## src/rtl/spi_core_pkg.sv

```systemverilog
package spi_core_pkg;
  localparam int unsigned DW     = 32;
  localparam int unsigned BITS_W = $clog2(DW) + 1;
  localparam int unsigned EDGE_W = BITS_W + 1;
  localparam int unsigned HALF_W = 3;
  localparam int unsigned SYNC_W = 3;

  typedef enum logic [1:0] {
    WS_8  = 2'b00,
    WS_16 = 2'b01,
    WS_32 = 2'b10,
    WS_9  = 2'b11
  } word_sel_e;

  function automatic logic [BITS_W-1:0] word_bits(input word_sel_e sel, input logic slave);
    case (sel)
      WS_8:    return BITS_W'(8);
      WS_16:   return BITS_W'(16);
      WS_32:   return BITS_W'(32);
      default: return slave ? BITS_W'(8) : BITS_W'(9);
    endcase
  endfunction

  function automatic logic [HALF_W-1:0] half_cycles(input logic [1:0] div);
    case (div)
      2'b00:   return HALF_W'(4);
      2'b01:   return HALF_W'(2);
      2'b10:   return HALF_W'(1);
      default: return HALF_W'(7);
    endcase
  endfunction

  // word left-justified so the shifter always emits bit DW-1
  function automatic logic [DW-1:0] load_vec(input word_sel_e sel, input logic slave,
                                             input logic ninth, input logic [DW-1:0] d);
    case (sel)
      WS_8:    return {d[7:0], 24'b0};
      WS_16:   return {d[15:0], 16'b0};
      WS_32:   return d;
      default: return slave ? {d[7:0], 24'b0} : {ninth, d[7:0], 23'b0};
    endcase
  endfunction
endpackage

```

## src/rtl/spi_sync2.sv

```systemverilog
module spi_sync2 #(
  parameter int unsigned W = 1,
  parameter int unsigned STAGES = 2,
  parameter logic [W-1:0] RST_VAL = '0
) (
  input  logic         clk_i,
  input  logic         rst_ni,
  input  logic [W-1:0] d_i,
  output logic [W-1:0] q_o
);
  logic [W-1:0] stg_q [STAGES];

  for (genvar s = 0; s < STAGES; s++) begin : g_stage
    always_ff @(posedge clk_i or negedge rst_ni) begin
      if (!rst_ni)     stg_q[s] <= RST_VAL;
      else if (s == 0) stg_q[s] <= d_i;
      else             stg_q[s] <= stg_q[(s > 0) ? s-1 : 0];
    end
  end

  assign q_o = stg_q[STAGES-1];
endmodule

```

## src/rtl/spi_clk_div.sv

```systemverilog
module spi_clk_div #(
  parameter int unsigned HW = 3
) (
  input  logic          clk_i,
  input  logic          rst_ni,
  input  logic          en_i,
  input  logic [HW-1:0] half_i,
  output logic          tick_o
);
  logic [HW-1:0] cnt_q;

  assign tick_o = en_i && (cnt_q == half_i - 1'b1);

  always_ff @(posedge clk_i or negedge rst_ni) begin
    if (!rst_ni)      cnt_q <= '0;
    else if (!en_i)   cnt_q <= '0;
    else if (tick_o)  cnt_q <= '0;
    else              cnt_q <= cnt_q + 1'b1;
  end

  assert_div_bound_R3: assert property (@(posedge clk_i) disable iff (!rst_ni)
    en_i |-> (cnt_q < half_i));
endmodule

```

## src/rtl/spi_shift_eng.sv

```systemverilog
module spi_shift_eng
  import spi_core_pkg::*;
(
  input  logic              clk_i,
  input  logic              rst_ni,
  input  logic              clr_i,
  input  logic              start_i,
  input  logic [DW-1:0]     load_i,
  input  logic [BITS_W-1:0] nbits_i,
  input  logic              cpha_i,
  input  logic              edge_i,
  input  logic              cap_bit_i,
  output logic              run_o,
  output logic              phase_o,
  output logic              sdo_bit_o,
  output logic              done_o,
  output logic [DW-1:0]     rx_word_o
);
  logic              run_q, done_q;
  logic [EDGE_W-1:0] edge_q;
  logic [BITS_W-1:0] nbits_q;
  logic [DW-1:0]     tx_q, rx_q, rx_out_q;
  logic [EDGE_W-1:0] last_edge;
  logic              lead, capture, shift, last;
  logic [DW-1:0]     rx_next;

  assign last_edge = {nbits_q, 1'b0} - 1'b1;
  assign lead      = !edge_q[0];
  assign capture   = lead ^ cpha_i;
  assign shift     = !capture && (edge_q != '0);
  assign last      = (edge_q == last_edge);
  assign rx_next   = {rx_q[DW-2:0], cap_bit_i};

  always_ff @(posedge clk_i or negedge rst_ni) begin
    if (!rst_ni) begin
      run_q    <= 1'b0;
      done_q   <= 1'b0;
      edge_q   <= '0;
      nbits_q  <= BITS_W'(8);
      tx_q     <= '0;
      rx_q     <= '0;
      rx_out_q <= '0;
    end else begin
      done_q <= 1'b0;
      if (clr_i) begin
        run_q  <= 1'b0;
        edge_q <= '0;
      end else if (!run_q) begin
        if (start_i) begin
          run_q   <= 1'b1;
          edge_q  <= '0;
          nbits_q <= nbits_i;
          tx_q    <= load_i;
          rx_q    <= '0;
        end
      end else if (edge_i) begin
        if (capture) rx_q <= rx_next;
        if (shift)   tx_q <= {tx_q[DW-2:0], 1'b0};
        if (last) begin
          run_q    <= 1'b0;
          done_q   <= 1'b1;
          edge_q   <= '0;
          rx_out_q <= capture ? rx_next : rx_q;
        end else begin
          edge_q <= edge_q + 1'b1;
        end
      end
    end
  end

  assign run_o     = run_q;
  assign phase_o   = edge_q[0];
  assign sdo_bit_o = tx_q[DW-1];
  assign done_o    = done_q;
  assign rx_word_o = rx_out_q;

  assert_done_pulse_R10: assert property (@(posedge clk_i) disable iff (!rst_ni)
    done_q |=> !done_q);
  assert_edge_bound_R1: assert property (@(posedge clk_i) disable iff (!rst_ni)
    run_q |-> (edge_q <= last_edge));
endmodule

```

## src/rtl/spi_shift_core.sv

```systemverilog
module spi_shift_core
  import spi_core_pkg::*;
(
  input  logic          clk_i,
  input  logic          rst_ni,
  input  logic          on_i,
  input  logic          slave_i,
  input  logic [1:0]    word_sel_i,
  input  logic [1:0]    div_sel_i,
  input  logic          cpol_i,
  input  logic          cpha_i,
  input  logic          force_do_i,
  input  logic          do_level_i,
  input  logic          ninth_bit_i,
  input  logic          ssn_gate_i,
  input  logic          tx_valid_i,
  input  logic [DW-1:0] tx_data_i,
  output logic          tx_ready_o,
  output logic          rx_valid_o,
  output logic [DW-1:0] rx_data_o,
  output logic          busy_o,
  output logic          sclk_o,
  input  logic          sclk_i,
  input  logic          ssn_i,
  output logic          sdo_o,
  input  logic          din_i,
  output logic          din_sync_o
);
  logic              ssn_s, sclk_s, din_s, sclk_q;
  logic              hold_full_q;
  logic [DW-1:0]     hold_q;
  logic              slave_sel, clr, start, accept;
  logic              run, phase, sdo_bit, tick, edge_stb, cap_bit;
  word_sel_e         wsel;

  assign wsel = word_sel_e'(word_sel_i);

  spi_sync2 #(.W(SYNC_W), .STAGES(2), .RST_VAL(3'b100)) u_sync (
    .clk_i  (clk_i),
    .rst_ni (rst_ni),
    .d_i    ({ssn_i, sclk_i, din_i}),
    .q_o    ({ssn_s, sclk_s, din_s})
  );

  always_ff @(posedge clk_i or negedge rst_ni) begin
    if (!rst_ni) sclk_q <= 1'b0;
    else         sclk_q <= sclk_s;
  end

  assign slave_sel  = !ssn_gate_i || !ssn_s;
  assign clr        = slave_i && (!on_i || !slave_sel);
  assign tx_ready_o = on_i && !hold_full_q;
  assign accept     = tx_valid_i && tx_ready_o;
  assign start      = hold_full_q && !run && !clr;

  always_ff @(posedge clk_i or negedge rst_ni) begin
    if (!rst_ni) begin
      hold_full_q <= 1'b0;
      hold_q      <= '0;
    end else if (slave_i && !on_i) begin
      hold_full_q <= 1'b0;
    end else if (start) begin
      hold_full_q <= 1'b0;
    end else if (accept) begin
      hold_full_q <= 1'b1;
      hold_q      <= tx_data_i;
    end
  end

  spi_clk_div #(.HW(HALF_W)) u_div (
    .clk_i  (clk_i),
    .rst_ni (rst_ni),
    .en_i   (run && !slave_i),
    .half_i (half_cycles(div_sel_i)),
    .tick_o (tick)
  );

  // master samples raw data-in: it owns the clock, sync delay would miss /2
  assign edge_stb = slave_i ? (sclk_s ^ sclk_q) : tick;
  assign cap_bit  = slave_i ? din_s : din_i;

  spi_shift_eng u_eng (
    .clk_i     (clk_i),
    .rst_ni    (rst_ni),
    .clr_i     (clr),
    .start_i   (start),
    .load_i    (load_vec(wsel, slave_i, ninth_bit_i, hold_q)),
    .nbits_i   (word_bits(wsel, slave_i)),
    .cpha_i    (cpha_i),
    .edge_i    (edge_stb),
    .cap_bit_i (cap_bit),
    .run_o     (run),
    .phase_o   (phase),
    .sdo_bit_o (sdo_bit),
    .done_o    (rx_valid_o),
    .rx_word_o (rx_data_o)
  );

  assign busy_o     = run;
  assign sclk_o     = cpol_i ^ (!slave_i && run && phase);
  assign sdo_o      = (force_do_i || !run) ? do_level_i : sdo_bit;
  assign din_sync_o = din_s;

  assert_hold_taken_R11: assert property (@(posedge clk_i) disable iff (!rst_ni)
    (tx_valid_i && tx_ready_o) |=> !tx_ready_o);
  assert_sclk_idle_R4: assert property (@(posedge clk_i) disable iff (!rst_ni)
    ($fell(busy_o) && !slave_i) |-> (sclk_o == cpol_i));
  assert_force_level_R6: assert property (@(posedge clk_i) disable iff (!rst_ni)
    force_do_i |-> (sdo_o == do_level_i));
  assert_done_has_run_R10: assert property (@(posedge clk_i) disable iff (!rst_ni)
    rx_valid_o |-> $past(busy_o));
endmodule

```

## config.mk

```make
export PLATFORM = sky130hd
export DESIGN_NAME = spi_shift_core
export DESIGN_NICKNAME = d
export VERILOG_FILES = /design/src/rtl/spi_core_pkg.sv /design/src/rtl/spi_sync2.sv /design/src/rtl/spi_clk_div.sv /design/src/rtl/spi_shift_eng.sv /design/src/rtl/spi_shift_core.sv
export SDC_FILE = /design/constraint.sdc
export NUM_CORES = 1
export LEC_CHECK = 0
export BUFFER_PORTS_ARGS = -buffer_cell sky130_fd_sc_hd__buf_2
export CAP_MARGIN = 40
export CORE_MARGIN = 1.5
export CORE_UTILIZATION = 35
export CTS_CLUSTER_DIAMETER = 30
export DETAILED_ROUTE_END_ITERATION = 10
export SLEW_MARGIN = 20
export SYNTH_ARGS = -nofsm -noshare
export SYNTH_HDL_FRONTEND = slang
export SYNTH_SLANG_ARGS = --single-unit
```

## constraint.sdc

```tcl
create_clock -name clk_i -period 3 [get_ports clk_i]
set_clock_uncertainty 0.05 [all_clocks]
set_input_delay 0 -clock clk_i [delete_from_list [all_inputs] [get_ports clk_i]]
set_output_delay 0 -clock clk_i [all_outputs]
set_load 0.005 [all_outputs]
```

* Word level (Yosys, flattened, before mapping) *
Index checks and enable logic that the tools add are counted.

word-level totals
  ROM bits = 0
  bits in registers = 154
  latch bits = 0
  memories kept = 0
  RAM bits = 0

cells by class
  add/subtract/negate cells = 4
  bitwise logic cells = 7
  reduce and logical (&&, ||, !) cells = 35
  muxes and demuxes = 35
  $lt $le $gt $ge = 0
  multiply operators = 0
  equality and inequality tests = 9
  shift operators = 0
  div/mod/pow operators = 0

operators by type and width
  cell                 number
  $mux 32              9
  $pmux 32 s3          1
  $mux 7               5
  $pmux 6 s3           1
  $mux 1               16
  $logic_and 1x1->1    10
  $logic_not 1->1      10
  $pmux 3 s3           1
  $reduce_and 3->1     3
  $reduce_and 4->1     2
  $add 7x1->7 const B  1
  $eq 7x7->1           1
  $reduce_bool 7->1    1
  $sub 7x1->7 const B  1
  $mux 3               2
  $reduce_bool 3->1    2
  $eq 2x1->1 const B   2
  $eq 2x2->1 const B   2
  $logic_not 2->1      2
  $ne 2x2->1 const B   2
  $not 1->1            4
  $add 3x1->3 const B  1
  $eq 3x3->1           1
  $logic_or 1x1->1     3
  5 further kinds      7

* Logic depth before layout (Yosys ltp) *
  depth in word-level cells = 10
  gate-level depth with buffers = 9
  depth with buffers taken out = 7

* Modules after synthesis *
Synthesis repeated with hierarchy kept, for this count alone.

second synthesis, totals
  cell total of the unflattened synthesis = 710
  area, all modules = 7657.3 µm²

by module, submodules not included
  module          area an instance (µm²)  cells an instance  sequential area each (µm²)  instances
  spi_shift_eng   5173.7                  509                2778.9                      1
  spi_shift_core  2087.0                  171                850.8                       1
  spi_clk_div     221.5                   21                 75.1                        1
  spi_sync2       175.2                   9                  152.6                       1

* Worst setup path before layout *
No wires, ideal clock.

  path kind = register -> register
  start point = register u_eng.nbits_q[3]
  end point = register u_eng.rx_out_q[10] (netlist: u_eng.rx_word_o[10])
  setup slack = 0.494 ns
  buffers on the path = 2
  arrival time = 2.331 ns
  cell stages (with the launch flop) = 10
  setup time = 0.125 ns
  cell sequence = dfstp_2 -> inv_1 -> ha_1 -> xor3_1 -> a2111oi_4 -> nand2_1 -> a211o_1 -> buf_6 -> buf_12 -> mux2_4

between the ends
  word-level cells in the longest chain between the ends = 3

RTL lines
  element                     line                 text
  start: declaration          spi_shift_eng.sv:21  logic [BITS_W-1:0] nbits_q;
  start signal: assignment    spi_shift_eng.sv:52  nbits_q <= nbits_i;
  $sub 7x1->7                 spi_shift_eng.sv:27  assign last_edge = {nbits_q, 1'b0} - 1'b1;
  $eq 7x7->1                  spi_shift_eng.sv:31  assign last = (edge_q == last_edge);
  $reduce_and 4->1 (no line)  --
  end signal: assignment      spi_shift_eng.sv:63  rx_out_q <= capture ? rx_next : rx_q;
  end: declaration            spi_shift_eng.sv:22  logic [DW-1:0] tx_q, rx_q, rx_out_q;

Every way passes these cells.
A chain may end at the register's enable or synchronous reset.

* Worst setup path after layout *
  start point = register u_eng.nbits_q[3]
  end point = register u_eng.rx_out_q[23] (netlist: u_eng.rx_word_o[23])

Same word-level chain as after synthesis.

==> reports/results.ini <==
[status]
outcome=finished clean

[synthesis]
synth_seq_cells=152
synthFlopType=dfrtp_1
seq_area_frac_synth_pct=51.9
synth_async_sr_flop_share_pct=100
synthesis.area_um2=7340
syn_avg_cell_area_um2=11.8
yosysTopAreaCell=dfrtp_1
post-synth-top-area-fraction_pct=50.8
synth_fp_nets=683
synthCells=620
synth_edf_count=0
ys_top_cells_by_area=dfrtp_1 51%, mux2_2 12%, nand2_1 6.2%
yosys_warnings=0
yosysUniqueCellTypes=43

[grt]
grt_usage_pct=15.1
overflow=0
grt_pass1_wl_mm=26.4
grt_max_degree=72
antenna_found_initial=0
grt_pass1_vias=5133

[route]
drt_iter0_drc=333
top_layer=met4
wl_per_cell_um=15.1
viasPerCell=4.94
ant_nets=0
dr.pass1.iters=5
dr_wl_met2_mm=7.26
wl_met3_um=547
vias=5095
drt_wl_total_mm=15.6
drc=0
met1Wirelength_mm=7.61

[critical_path]
crit_type=reg -> reg
endpoint_kind=flip-flop
reg2reg_slack_ns=0.37
crit_fanout=33
slowest_delay_ns=0.53
cp-start-kind=flip-flop
path_buf_inv=2
critical_path.slowest_cell=dfstp_2
reg2reg_depth=8
cp_data_arrival_time_ns=2.88
r2r-start=u_eng.nbits_q[3]$_DFFE_PN1P_
cp-startpoint=u_eng.nbits_q[3]$_DFFE_PN1P_
crit_path_cell_trace=inv_1 > ha_1 > xor3_1 > a2111oi_4 > nand2_1 > a211o_2 > buf_12 > mux2_4
cp_top_family=compound AO/OA/AOI/OAI gates
rr_endpoint=u_eng.rx_word_o[23]$_DFFE_PN0P_
cp_data_required_time_ns=3.26

[timing]
period_share_pct=87.6
period_needed_ns=2.63
worstMarginPinSlew_ns=0.651
finalSetupViolCount=0
rsz0062_at_grt=no
final_hold_viol_count=0
setup_tns_ns=0
drv_slew=0
fmax_ghz=0.381
slew_headroom_pct=56.6

[place]
place_congestion=0.787
dp.cells=957
io_buffers=87
detailed_place_hpwl_mm=10.3

[layout]
drive_above_1_share_pct=34.6
synthToLayoutAreaGrowth_pct=24.1
antenna-diode-count=0
final_cell_mix=148 x dfrtp_1, 121 x nand2_1, 86 x buf_2
finalNetCount=812
final_common_cell=dfrtp_1
stdcell_count=1032

[clock_tree]
max-clock-path-buffers=2
cts_sinks=152
cts_tree=built
cts_max_level=4
clock_latency_ns=0.42
numCtsBuffers=17
clk_pin_slew_worst_paths_ns=0.06
cts-root-buf=clkbuf_16
cts_resized=0

[power_and_ir_drop]
ir_drop_mv=0.420
p_leak_nw=4.49
seq_power_share_pct=42.8
p_int_mw=4.41
p_sw_mw=2.13
clkPwrFrac_pct=30.5
power_density_nw_per_um2=718
power_mw=6.54
swShare_pct=32.5
comb_power_share_pct=26.7

[die]
die_w_um=148
io_pins=88
num_rows=52
core_area_um2=20400
die_area_um2=21800
die_h_um=148
start_util_pct=35.9

[min_path]
holdCritStartpoint=ssn_gate_i
holdPathEnd=u_eng.edge_q[0]$_DFFE_PN0P_
hold_path_depth=5
min_path_type=in -> reg

[run]
drv_cap=0

-- layer usage --
metal,global-route usage [%],vias to the layer above
met5,0,-
met1,20.6,2523
li1,-,2463
met3,3.83,13
met2,23.8,96
met4,4.36,0
-- timing repair --
| item | 4_1_cts | 5_1_grt |
|---|---|---|
| setup endpoints to repair | 0 | 0 |
| hold buffers | 42 | 0 |
| buffers inserted | 0 | 0 |
| endpoints found under the hold margin | 128 | 0 |
-- sequential cells by signal, summed over array words and instances (netlist names) --
| signal | count |
|---|---|
| u_eng.rx_word_o | 32 |
| u_eng.run_o | 1 |
| hold_full_q | 1 |
| u_sync.stg_q | 3 |
| u_div.cnt_q | 3 |
| u_eng.rx_q | 32 |
| u_eng.nbits_q | 4 |
| hold_q | 32 |
| u_eng.done_o | 1 |
| u_sync.q_o | 3 |
| u_eng.edge_q | 7 |
| sclk_q | 1 |
| u_eng.tx_q | 32 |
-- metrics by stage --
step,area [µm²],util (%),worst slack (ns),hold slack [ns]
floorplan,7340,-,0.494,-0.346
detailed placement,8130,39.8,0.390,-0.192
global placement,8080,39.6,0.422,0.0587
CTS,9100,44.5,0.384,0.0346
global route,9110,44.6,0.215,0.0938
finish,9110,44.6,0.373,0.0549
-- power by group through the flow --
stage          clock, mW  combinational [mW]  sequential [mW]
2_1_floorplan          0                1.29             2.69
3_3_place_gp           0                1.67             2.83
3_5_place_dp           0                1.71             2.84
4_1_cts             2.06                1.77             2.80
5_1_grt             2.15                1.94             2.86
6_report            2.00                1.74             2.80
-- how the worst max path moves through the flow --
| stage | endpoint | slack (ns) | depth (start not counted) |
|---|---|---|---|
| 2_1_floorplan | u_eng.rx_word_o[10]$_DFFE_PN0P_ | 0.49 | 9 |
| 3_3_place_gp | u_eng.rx_word_o[24]$_DFFE_PN0P_ | 0.42 | 8 |
| 3_5_place_dp | u_eng.rx_word_o[16]$_DFFE_PN0P_ | 0.39 | 8 |
| 4_1_cts | u_eng.rx_word_o[23]$_DFFE_PN0P_ | 0.38 | 8 |
| 5_1_grt | u_eng.edge_q[4]$_DFFE_PN0P_ | 0.22 | 7 |
| 6_report | u_eng.rx_word_o[23]$_DFFE_PN0P_ | 0.37 | 8 |
-- cell families after synthesis --
logic type,after synthesis,synth area share (%)
muxes,119,19.6
AOI/OAI and AO/OA,114,12.2
adders and majority gates,13,2.22
xor gates and xnor gates,12,1.64
buffers and inverters,51,3.44
DFF,152,51.9
and+or+nand+nor,159,9.12
-- cell type report --
| class | instances | area, µm² |
|---|---|---|
| clock inverters | 14 | 114 |
| flip-flops and latches | 152 | 3810 |
| well taps | 270 | 338 |
| clock buffers | 18 | 439 |
| repair buffers | 148 | 1060 |
| multi-input cells | 417 | 3300 |
| fillers | 1936 | 11300 |
| inverters | 13 | 48.8 |
-- worst reg2reg max path, delay by kind of cell (launching register included) --
family,cells,cell delay [ns]
AOI/OAI and AO/OA,2,0.65
DFF,1,0.53
xor gates and xnor gates,1,0.40
muxes,1,0.36
buffers and inverters,2,0.23
adders and majority gates,1,0.17
and+or+nand+nor,1,0.12
-- synth_stat cells, drive strengths merged (3+ instances only) --
library cell and instances:
dfrtp 149, nand2 121, mux2 108, a22o 50, clkbuf 25, o21ai 24, buf 13, ha 13
inv 13, mux2i 11, nor2 10, a22oi 9, a222oi 8, xnor2 8, a21oi 7, nand3 7
and3 6, a31oi 5, nor2b 4, a21boi 3, dfstp 3, xor2 3
(Power assumes the default switching activity.)
